$ cat src/rtl/dma_cyc_pkg.sv
package dma_cyc_pkg;

  localparam logic [2:0] CT_INVALID  = 3'd0;
  localparam logic [2:0] CT_BASIC    = 3'd1;
  localparam logic [2:0] CT_AUTO     = 3'd2;
  localparam logic [2:0] CT_PINGPONG = 3'd3;

  localparam int NUM_DESC = 2;

  typedef enum logic [1:0] {
    ST_IDLE = 2'd0,
    ST_WAIT = 2'd1,
    ST_RUN  = 2'd2
  } cyc_state_e;

  function automatic logic ct_valid(input logic [2:0] code);
    return (code == CT_BASIC) || (code == CT_AUTO) || (code == CT_PINGPONG);
  endfunction

endpackage

$ cat src/rtl/dma_desc_bank.sv
module dma_desc_bank #(
  parameter int CNT_W = 8
) (
  input  logic                                         clk,
  input  logic                                         rst,
  input  logic                                         sw_we,
  input  logic                                         sw_sel,
  input  logic [2:0]                                   sw_ctype,
  input  logic [CNT_W-1:0]                             sw_cnt,
  input  logic                                         hw_we,
  input  logic                                         hw_sel,
  input  logic [2:0]                                   hw_ctype,
  input  logic [CNT_W-1:0]                             hw_cnt,
  output logic [dma_cyc_pkg::NUM_DESC-1:0][2:0]        ctype_q,
  output logic [dma_cyc_pkg::NUM_DESC-1:0][CNT_W-1:0]  cnt_q
);
  import dma_cyc_pkg::*;

  for (genvar i = 0; i < NUM_DESC; i++) begin : g_ent
    localparam logic IDX = 1'(i);
    logic [2:0]       ty_r;
    logic [CNT_W-1:0] n_r;

    // software write wins over the controller's own update
    always_ff @(posedge clk) begin
      if (rst) begin
        ty_r <= CT_INVALID;
        n_r  <= '0;
      end else if (sw_we && (sw_sel == IDX)) begin
        ty_r <= sw_ctype;
        n_r  <= sw_cnt;
      end else if (hw_we && (hw_sel == IDX)) begin
        ty_r <= hw_ctype;
        n_r  <= hw_cnt;
      end
    end

    assign ctype_q[i] = ty_r;
    assign cnt_q[i]   = n_r;
  end

endmodule

$ cat src/rtl/dma_run_sizer.sv
module dma_run_sizer #(
  parameter int CNT_W   = 8,
  parameter int RUN_POW = 2
) (
  input  logic [CNT_W-1:0]   cnt_i,
  output logic               last_o,
  output logic [RUN_POW:0]   len_o,
  output logic [CNT_W-1:0]   cnt_next_o,
  output logic [RUN_POW:0]   next_len_o
);
  localparam int RL_W = RUN_POW + 1;
  localparam logic [CNT_W:0]   RUN_MAX_W = (CNT_W+1)'(1) << RUN_POW;
  localparam logic [CNT_W-1:0] RUN_MAX_C = CNT_W'(1) << RUN_POW;
  localparam logic [RL_W-1:0]  RUN_MAX_L = RL_W'(1) << RUN_POW;

  logic [CNT_W:0] rem;
  logic [CNT_W:0] rem_after;

  always_comb begin
    rem        = {1'b0, cnt_i} + (CNT_W+1)'(1);
    last_o     = (rem <= RUN_MAX_W);
    len_o      = last_o ? rem[RL_W-1:0] : RUN_MAX_L;
    cnt_next_o = cnt_i - RUN_MAX_C;
    rem_after  = rem - RUN_MAX_W;
    next_len_o = (rem_after <= RUN_MAX_W) ? rem_after[RL_W-1:0] : RUN_MAX_L;
  end

endmodule

$ cat src/rtl/dma_cycle_fsm.sv
module dma_cycle_fsm #(
  parameter int CNT_W   = 8,
  parameter int RUN_POW = 2
) (
  input  logic                                   clk,
  input  logic                                   rst,
  input  logic                                   enable,
  input  logic                                   periph_req,
  input  logic                                   sw_req,
  input  logic                                   start_alt,
  input  logic                                   run_ack,
  input  logic [dma_cyc_pkg::NUM_DESC-1:0][2:0]  ctype_q,
  input  logic                                   last_i,
  input  logic [RUN_POW:0]                       len_i,
  input  logic [CNT_W-1:0]                       cnt_next_i,
  input  logic [RUN_POW:0]                       next_len_i,
  output logic                                   rd_sel,
  output logic                                   hw_we,
  output logic                                   hw_sel,
  output logic [2:0]                             hw_ctype,
  output logic [CNT_W-1:0]                       hw_cnt,
  output logic                                   act_alt,
  output logic                                   run_start,
  output logic [RUN_POW:0]                       run_len,
  output logic                                   done
);
  import dma_cyc_pkg::*;

  cyc_state_e     st_q, st_d;
  logic           act_q, act_d;
  logic           rs_d, done_d;
  logic [RUN_POW:0] len_q, len_d;
  logic           req;
  logic [2:0]     ct_act, ct_oth, ct_start;

  assign req      = periph_req | sw_req;
  assign ct_act   = ctype_q[act_q];
  assign ct_oth   = ctype_q[~act_q];
  assign ct_start = ctype_q[start_alt];
  assign rd_sel   = (st_q == ST_IDLE) ? start_alt : act_q;

  always_comb begin
    st_d     = st_q;
    act_d    = act_q;
    rs_d     = 1'b0;
    done_d   = 1'b0;
    len_d    = len_q;
    hw_we    = 1'b0;
    hw_sel   = act_q;
    hw_ctype = ct_act;
    hw_cnt   = cnt_next_i;
    case (st_q)
      ST_IDLE: begin
        if (enable && req && ct_valid(ct_start)) begin
          act_d = start_alt;
          rs_d  = 1'b1;
          len_d = len_i;
          st_d  = ST_RUN;
        end
      end
      ST_WAIT: begin
        if (!enable || !ct_valid(ct_act)) begin
          st_d = ST_IDLE;
        end else if (req) begin
          rs_d  = 1'b1;
          len_d = len_i;
          st_d  = ST_RUN;
        end
      end
      ST_RUN: begin
        if (run_ack) begin
          hw_we = 1'b1;
          if (last_i) begin
            hw_ctype = CT_INVALID;
            hw_cnt   = '0;
            done_d   = 1'b1;
            if ((ct_act == CT_PINGPONG) && enable && ct_valid(ct_oth)) begin
              act_d = ~act_q;
              st_d  = ST_WAIT;
            end else begin
              st_d = ST_IDLE;
            end
          end else if (!enable) begin
            st_d = ST_IDLE;
          end else if (ct_act == CT_AUTO) begin
            rs_d  = 1'b1;
            len_d = next_len_i;
          end else begin
            st_d = ST_WAIT;
          end
        end
      end
      default: st_d = ST_IDLE;
    endcase
  end

  always_ff @(posedge clk) begin
    if (rst) begin
      st_q      <= ST_IDLE;
      act_q     <= 1'b0;
      len_q     <= '0;
      run_start <= 1'b0;
      done      <= 1'b0;
    end else begin
      st_q      <= st_d;
      act_q     <= act_d;
      len_q     <= len_d;
      run_start <= rs_d;
      done      <= done_d;
    end
  end

  assign act_alt = act_q;
  assign run_len = len_q;

  // a run awaiting acknowledge never gets another start
  p_no_overlap_r11: assert property (@(posedge clk) disable iff (rst)
    (st_q == ST_RUN && !run_ack) |=> !run_start);

  // a disabled idle channel never starts
  p_idle_disabled_r2: assert property (@(posedge clk) disable iff (rst)
    (st_q == ST_IDLE && !enable) |=> !run_start);

  // auto-request chains the next run without a request
  p_auto_chain_r6: assert property (@(posedge clk) disable iff (rst)
    (st_q == ST_RUN && run_ack && !last_i && enable && ct_act == CT_AUTO) |=> run_start);

  // abort at a boundary gives no done pulse
  p_abort_quiet_r9: assert property (@(posedge clk) disable iff (rst)
    (st_q == ST_RUN && run_ack && !last_i && !enable) |=> (!done && st_q == ST_IDLE));

  // done is a single-cycle pulse
  p_done_pulse_r4: assert property (@(posedge clk) disable iff (rst)
    done |=> !done);

endmodule

$ cat src/rtl/dma_cycle_ctrl.sv
module dma_cycle_ctrl #(
  parameter int CNT_W   = 8,
  parameter int RUN_POW = 2
) (
  input  logic               clk,
  input  logic               rst,
  input  logic               enable,
  input  logic               periph_req,
  input  logic               sw_req,
  input  logic               start_alt,
  input  logic               sw_we,
  input  logic               sw_sel,
  input  logic [2:0]         sw_ctype,
  input  logic [CNT_W-1:0]   sw_cnt,
  input  logic               run_ack,
  output logic               act_alt,
  output logic               run_start,
  output logic [RUN_POW:0]   run_len,
  output logic               done
);
  import dma_cyc_pkg::*;

  logic [NUM_DESC-1:0][2:0]       ctype_q;
  logic [NUM_DESC-1:0][CNT_W-1:0] cnt_q;
  logic                           rd_sel;
  logic                           hw_we, hw_sel;
  logic [2:0]                     hw_ctype;
  logic [CNT_W-1:0]               hw_cnt;
  logic                           last;
  logic [RUN_POW:0]               len_cur, len_nxt;
  logic [CNT_W-1:0]               cnt_next;

  dma_desc_bank #(.CNT_W(CNT_W)) u_bank (
    .clk      (clk),
    .rst      (rst),
    .sw_we    (sw_we),
    .sw_sel   (sw_sel),
    .sw_ctype (sw_ctype),
    .sw_cnt   (sw_cnt),
    .hw_we    (hw_we),
    .hw_sel   (hw_sel),
    .hw_ctype (hw_ctype),
    .hw_cnt   (hw_cnt),
    .ctype_q  (ctype_q),
    .cnt_q    (cnt_q)
  );

  dma_run_sizer #(.CNT_W(CNT_W), .RUN_POW(RUN_POW)) u_sizer (
    .cnt_i      (cnt_q[rd_sel]),
    .last_o     (last),
    .len_o      (len_cur),
    .cnt_next_o (cnt_next),
    .next_len_o (len_nxt)
  );

  dma_cycle_fsm #(.CNT_W(CNT_W), .RUN_POW(RUN_POW)) u_fsm (
    .clk        (clk),
    .rst        (rst),
    .enable     (enable),
    .periph_req (periph_req),
    .sw_req     (sw_req),
    .start_alt  (start_alt),
    .run_ack    (run_ack),
    .ctype_q    (ctype_q),
    .last_i     (last),
    .len_i      (len_cur),
    .cnt_next_i (cnt_next),
    .next_len_i (len_nxt),
    .rd_sel     (rd_sel),
    .hw_we      (hw_we),
    .hw_sel     (hw_sel),
    .hw_ctype   (hw_ctype),
    .hw_cnt     (hw_cnt),
    .act_alt    (act_alt),
    .run_start  (run_start),
    .run_len    (run_len),
    .done       (done)
  );

  // a completed structure reads back invalid unless software rewrote it
  p_done_invalidates_r4: assert property (@(posedge clk) disable iff (rst)
    (done && !$past(sw_we)) |-> (ctype_q[$past(act_alt)] == CT_INVALID));

  // an issued run is never empty and never longer than the run limit
  p_run_len_bound_r3: assert property (@(posedge clk) disable iff (rst)
    run_start |-> (run_len != '0 && run_len <= ((RUN_POW+1)'(1) << RUN_POW)));

endmodule

$ cat config.mk
export PLATFORM = sky130hd
export DESIGN_NAME = dma_cycle_ctrl
export DESIGN_NICKNAME = d
export VERILOG_FILES = /design/src/rtl/dma_cyc_pkg.sv /design/src/rtl/dma_desc_bank.sv /design/src/rtl/dma_run_sizer.sv /design/src/rtl/dma_cycle_fsm.sv /design/src/rtl/dma_cycle_ctrl.sv
export SDC_FILE = /design/constraint.sdc
export NUM_CORES = 1
export LEC_CHECK = 0
export BUFFER_PORTS_ARGS = -buffer_cell sky130_fd_sc_hd__buf_2
export CAP_MARGIN = 20
export CORE_UTILIZATION = 47
export CTS_BUF_LIST = sky130_fd_sc_hd__clkbuf_4
export CTS_CLUSTER_SIZE = 24
export DETAILED_ROUTE_END_ITERATION = 6
export GPL_TIMING_DRIVEN = 0
export PLACE_DENSITY_LB_ADDON = 0.2
export SLEW_MARGIN = 20
export SYNTH_ARGS = -nofsm -noshare
export SYNTH_HDL_FRONTEND = slang
export SYNTH_SLANG_ARGS = --single-unit
export TNS_END_PERCENT = 100
$ cat constraint.sdc
create_clock -name clk -period 3.8 [get_ports clk]
set_clock_uncertainty 0.05 [all_clocks]
set_input_delay 0.38 -clock clk [delete_from_list [all_inputs] [get_ports clk]]
set_output_delay 0.38 -clock clk [all_outputs]
set_load 0.01 [all_outputs]
==> results of run 1 <==
through the flow:
step / total power, mW / cell area, um2
3_5_place_dp: 0.5649 / 2332
5_1_grt: 0.8216 / 2582
6_report: 0.7858 / 2582
3_3_place_gp: 0.5633 / 2332
2_1_floorplan: 0.5098 / 2147
4_1_cts: 0.7544 / 2430
power groups by stage:
stage	Combinational, mW	Sequential [mW]	Clock (mW)
2_1_floorplan	0.161	0.349	0
3_3_place_gp	0.211	0.353	0
3_5_place_dp	0.212	0.353	0
4_1_cts	0.219	0.345	0.190
5_1_grt	0.273	0.349	0.200
6_report	0.252	0.347	0.187
tightest hold or removal path, delay by kind of cell:
kind	cells	cell delay, ns
buffers and inverters	1	0.09
AO/OA/AOI/OAI	1	0.05
AND/OR/NAND/NOR	1	0.08
per-layer routing:
metal	GRT usage [%]	vias to the layer above	part of all wire, %
met3	4.797	7	7.7
met4	7.256	0	1.1
met5	0	-	0
met1	34.31	1074	45
li1	-	1063	-
met2	40.88	111	46
logic make-up (layout without fill, tap and decap cells):
kind of cell / after synthesis / after routing / share of synthesized area [%]
fa+ha+maj: 5 / 5 / 2.914
xor+xnor: 7 / 7 / 3.496
buf+inv: 28 / 73 / 5.944
simple gates: 87 / 87 / 23.49
flops: 30 / 30 / 27.97
compound gates: 77 / 77 / 29.37
mux: 14 / 14 / 6.818
path summary, 6_finish.rpt:
check | from | end | slack, ns | cells past startpoint
setup / recovery | u_fsm.st_q[0] | u_bank.g_ent[0].n_r[2] | 0.15 | 16
hold / removal | sw_cnt[3] | u_bank.g_ent[1].n_r[3] | 0.25 | 3
setup reg to reg | u_fsm.st_q[0] | u_bank.g_ent[0].n_r[2] | 0.15 | 16
hold reg to reg | u_fsm.run_len[2] | u_fsm.run_len[2] | 0.42 | 2
repair_timing:
action                     in CTS  in global routing
cloned                          0                  1
resized for setup               6                 13
pin swaps                       1                  6
setup endpoints to repair      29                 26
setup buffers                   3                 10
final cells by class:
type	instances	area, um2	share of cell area [%]
clock buffers	5	37.54	1.453
plain buffers	18	102.6	3.973
clock inverters	2	10.01	0.3876
inverters	10	37.54	1.453
flip-flops and latches	30	600.6	23.26
multi-input cells	190	1486	57.56
repair buffers	38	242.7	9.399
well taps	52	65.06	2.519
sequential cells by signal, summed over array words and instances, names as in the netlist:
| signal | count |
|---|---|
| u_bank.g_ent.n_r | 16 |
| u_bank.g_ent.ty_r | 6 |
| u_fsm.run_len | 3 |
| u_fsm.st_q | 2 |
| u_fsm.act_alt | 1 |
| u_fsm.done | 1 |
| u_fsm.run_start | 1 |
layout by cell type, fill, tap and decap left out, drive strengths merged, types with 5 or more instances in the layout:
cell type	count
buf	43
dfxtp	30
nor3	6
a222oi	16
inv	10
mux2	5
nand3b	5
a21oi	6
a31oi	5
o21ai	6
and3	5
ha	5
a22oi	8
nand2	11
clkbuf	18
mux2i	9
o22ai	5
nor2	29
cell usage after synthesis, drive strengths merged, types with 2 or more instances:
master and count:
xnor2 2, clkbuf 12, o21bai 3, ha 5, a211oi 2, o211ai 4
mux2i 9, a222oi 16, o31ai 3, and3 5, a32o 2, nand2 11
nand4 3, a21oi 6, nor2 29, nand3b 5, nor2b 4, nor4 3
inv 10, xor2 4, nor3 6, nand2b 3, and3b 2, a21o 2
nor3b 4, a31o 2, nand3 3, o22ai 5, mux2 5, dfxtp 30
and2 2, and4 2, o21ai 6, a31oi 5, a22oi 8, buf 6
a221oi 3
==> run metrics, run 1 <==
Reg clk slew, reported paths=0.10 ns; worst path cell trace=buf_4 -> o21a_4 -> nor2_4 -> buf_8 -> mux2i_4 -> a21oi_2 -> xnor2_2 -> ha_2 -> nand3b_1 -> a211oi_2 -> a22o_1 -> o31ai_4 -> and3_1 -> buf_4 -> a222oi_1 -> nor2_1; DRC=0; CP endpoint kind=flip-flop; Top delay family on crit path=compound AO/OA/AOI/OAI gates; share of layout cells above drive strength 1=a little over a quarter; Worst-Skew Late Latency=0.34 ns; cell area after synthesis=between 0.002 and 0.0025 mm2; Buf/Inv on CP=3; largest net degree at the start of global routing=11; Synth area leader=dfxtp_1; first-pass GRT wire length=between 9 and 10 mm; Post-CTS Hold Buffers=0; Placer Congestion=between 0.8 and 0.9; Yosys top cell area share=around 28%; Synth Area per Inst=about 8.7 um2; Antenna diodes=0; total clock sinks=30; Switch Pwr=272.8 uW; die area=slightly below 0.005 mm2; main flop type after synthesis=dfxtp_1; arrival time worst endpoint=3.82 ns; CP max FO=10; # setup viols final=0; DR iter-0 viols=around 250; Area contributors post-synth=dfxtp_1 (28%), a222oi_1 (7.5%), nor2_1 (4.9%); via/cell ratio=approximately 6.5; number of fill cells=389; dpl hpwl=4.224 mm; PD cells=between 300 and 400 mW/mm2; worst min path class=input port to flip-flop; placed cell count=~320; Clock power frac=23.8%; Overall Global Routing Usage=approximately 25%; DIE WIDTH=around 70 um; total negative slack=0 ns; Synth Register Bits=30; minimum clock period=roughly 3.7 ns; max-cap viol count=0; worst slack at placement=-0.4681 ns; worst ir drop on vdd=about 220 uV; CTS buffer count=5; crit share post-route=a little over nine tenths; IO Count=26; final wirelength=approximately 6.2 mm; status=finished, final reports clean; final hold violation count=0; # port buffers=24; Cells after Synth=around 250; critical path type=flip-flop to flip-flop; Synth Net Count=273; Post-synth ARST share=0%; slowest CP cell=a222oi_1; Floorplan Core Area=0.004384 mm2; FMAX=roughly 0.27 GHz; Starting Density=48.97%; initial antenna violation count=0; root buf cell=clkbuf_4; Worst setup SP type=flip-flop; Reg power frac=between 40% and 50%; final net count=318; GRT overflow=0; post-synth cell types=between 60 and 70; H-tree Lvls=2; worst rel slew slack=slightly below 60%; CP max stage delay=between 0.3 and 0.4 ns; Layout Utilization=between 50 and 60%; switching fraction of total power=approximately a third; Area Overhead vs Synth=20.28%; most used cell, CP=buf_4; First-pass DRT Iterations=6; post-route insts no fill=approximately 350; routed vias=2,255; vias in the first global route=1,965; Lkg Pwr=between 1 and 1.5 nW; Routed Antenna Nets=0; Seq/Total Area, Yosys=27.97%; row cnt=24; EDFF count, synth=0; Slew Viols, Final=0; CTS Buffer Depth=2; Yosys warning total=0; hold slack=0.2456 ns; worst-margin pin slew=about 0.62 ns; Die Ht=a little under 70 um; CTS tree=built; fin worst setup slack=~0.15 ns; Internal=~510 uW; routed len/inst=roughly 18 um; Critical Path RT=3.96 ns; Comb pwr share=between 30% and 40%
No activity file was read; power rests on OpenSTA's default activity.
==> run 2, diff against run 1 <==
--- a/config.mk
+++ b/config.mk
@@ -7,6 +7,7 @@
 export LEC_CHECK = 0
 export BUFFER_PORTS_ARGS = -buffer_cell sky130_fd_sc_hd__buf_2
 export CAP_MARGIN = 20
+export CORE_ASPECT_RATIO = 0.5
 export CORE_UTILIZATION = 47
 export CTS_BUF_LIST = sky130_fd_sc_hd__clkbuf_4
 export CTS_CLUSTER_SIZE = 24
==> run metrics, run 2 (same netlist as run 1, synthesis figures left out) <==
status=finished, final reports clean; worst slack at placement=-0.5547 ns (-0.08654 ns); final hold violation count=0 (unchanged); Worst setup SP type=flip-flop; Post-CTS Hold Buffers=0 (unchanged); # setup viols final=0 (unchanged); first-pass GRT wire length=9.977 mm (+2.3%); H-tree Lvls=2 (unchanged); worst reg-to-reg path cell count=16 (unchanged); Clock power frac=25.0% (+1.2 points); Slew Viols, Final=0 (unchanged); Internal=518.4 uW (+1.0%); routed vias=2,296 (+1.8%); share of layout cells above drive strength 1=24.66% (-2.0 points); final wirelength=6.197 mm (-0.66%); Placer Congestion=0.9235 (+3.1%); critical path type=flip-flop to flip-flop; crit share post-route=95.09% (-1.1 points); Floorplan Core Area=0.004124 mm2 (-5.9%); Routed Antenna Nets=0 (unchanged); worst-margin pin slew=0.6064 ns (-0.01099 ns); HP Start=sw_cnt[3]; root buf cell=clkbuf_4; worst min path class=input port to flip-flop; max reg flops=16 (unchanged); max-cap viol count=0 (unchanged); Comb pwr share=31.0% (-1.1 points); fin worst setup slack=0.1867 ns (+0.04059 ns); worst rel slew slack=58.42% (+0.75 points); Worst-Skew Late Latency=0.35 ns (about the same); PD cells=310.2 mW/mm2 (+1.9%); total clock sinks=30 (unchanged); worst ir drop on vdd=162.3 uV (-25%); Starting Density=52.06% (+3.1 points); IO Count=26 (unchanged); Reg clk slew, reported paths=0.10 ns (about the same); die area=0.004859 mm2 (+0.33%); FMAX=0.2768 GHz (+1.1%); routed len/inst=17.91 um (-0.94%); CTS Buffer Depth=2 (unchanged); Reg power frac=43.9% (-0.2 points); DIE WIDTH=97.59 um (+40%); row cnt=16 (-33%); vias in the first global route=2,087 (+6.2%); Critical Path RT=3.97 ns (about the same); CTS tree=built; worst min-delay path endpoint=u_bank.g_ent[1].n_r[3]; CP endpoint kind=flip-flop; commonest non-fill, non-tap cell in the layout=dfxtp_1; minimum clock period=3.613 ns (-0.04059 ns); Area Overhead vs Synth=18.12%; highest-count cells in the layout ignoring fill and taps=dfxtp_1 (30), nor2_1 (27), buf_2 (25); dpl hpwl=4.345 mm (+2.9%); reg-to-reg slack, setup=0.19 ns (+0.04 ns); largest net degree at the start of global routing=11 (unchanged); R2R Path End=u_bank.g_ent[0].n_r[3]; Largest regs=u_bank.g_ent.n_r x16, u_bank.g_ent.ty_r x6, u_fsm.run_len x3; post-route insts no fill=346 (+0.29%); DRC=0 (unchanged); WHS Path Cells=3 (unchanged); GRT overflow=0 (unchanged); arrival time worst endpoint=3.78 ns (-0.04 ns); DR iter-0 viols=332 (+31%); switching fraction of total power=34.10% (-0.61 points); initial antenna violation count=0 (unchanged); First-pass DRT Iterations=5 (-1); CTS buffer count=5 (unchanged); # port buffers=24 (unchanged); CP max FO=10 (unchanged); via/cell ratio=6.636 (+1.5%); final net count=316 (-0.63%); Overall Global Routing Usage=26.04% (+0.75 points); Antenna diodes=0 (unchanged); r2r startpoint=u_fsm.st_q[1]; Switch Pwr=268.3 uW (-1.7%); Die Ht=49.79 um (-28%); placed cell count=326 (+0.62%); Reg with most FFs=u_bank.g_ent.n_r; Lkg Pwr=1.001 nW (-0.90%)
==> run 2: power by group through the flow <==
| stage | clock (mW) | combinational [mW] | sequential (mW) |
|---|---|---|---|
| 4_1_cts | 0.195 | 0.222 | 0.345 |
| 5_1_grt | 0.212 | 0.266 | 0.348 |
| 3_3_place_gp | 0 | 0.210 | 0.351 |
| 2_1_floorplan | 0 | 0.161 | 0.349 |
| 6_report | 0.197 | 0.244 | 0.346 |
| 3_5_place_dp | 0 | 0.213 | 0.352 |
==> run 2: cell type report <==
class	instances	area, um2
Fill cell	364	1588
Multi-Input combinational cell	190	1460
Inverter	10	37.54
Clock buffer	6	45.04
Sequential cell	30	600.6
Clock inverter	2	8.758
Timing Repair Buffer	36	210.2
Buffer	18	106.4
Tap cell	54	67.56
==> run 2: critical path, stage by stage (launching register included) <==
cell and delay (ns):
dfxtp_1 0.32, buf_6 0.14, o21a_4 0.25, nor2_4 0.17
buf_8 0.15, mux2i_4 0.30, a21oi_1 0.09, xnor2_1 0.24
ha_2 0.23, nand3b_1 0.13, a211oi_2 0.33, a22o_2 0.25
o31ai_4 0.09, and3_1 0.17, buf_6 0.15, a222oi_1 0.33
nor2_1 0.08
==> run 2: per-stage QoR <==
stage / hold slack (ns) / total power, mW / cell area [um2] / TNS, ns / utilization (%)
floorplan: 0.4413 / 0.5098 / 2147 / 0 / -
global placement: 0.4033 / 0.5610 / 2335 / -12.59 / 56.61
detailed placement: 0.4126 / 0.5646 / 2335 / -13.04 / 56.61
CTS: 0.2452 / 0.7622 / 2441 / 0 / 59.19
global route: 0.2436 / 0.8251 / 2536 / -0.02130 / 61.50
finish: 0.2507 / 0.7866 / 2536 / 0 / 61.50
==> run 2: per-layer routing <==
metal  wire length (um)  global-route usage (%)  vias to the layer above
met5                  0                       0                        -
met4                 80                   7.108                        0
met3                574                   6.383                       13
met2               2679                   40.21                      131
met1               2862                   36.25                     1088
li1                   -                       -                     1064
==> run 2: how the worst max path moves through the flow <==
stage / slack [ns] / startpoint / endpoint
2_1_floorplan: 0.20 / u_fsm.st_q[0] / u_bank.g_ent[0].n_r[0]
3_3_place_gp: -0.55 / u_fsm.st_q[0] / u_bank.g_ent[1].ty_r[0]
3_5_place_dp: -0.55 / u_fsm.st_q[1] / u_bank.g_ent[0].ty_r[2]
4_1_cts: 0.05 / u_fsm.st_q[0] / u_bank.g_ent[0].ty_r[2]
5_1_grt: -0.02 / u_fsm.st_q[0] / u_bank.g_ent[0].n_r[3]
6_report: 0.19 / u_fsm.st_q[1] / u_bank.g_ent[0].n_r[3]
==> run 2: repair_timing <==
action | CTS | global route
endpoints found under the setup margin | 30 | 28
gates resized for setup | 7 | 8
setup buffers | 3 | 9
pin swaps | 1 | 7
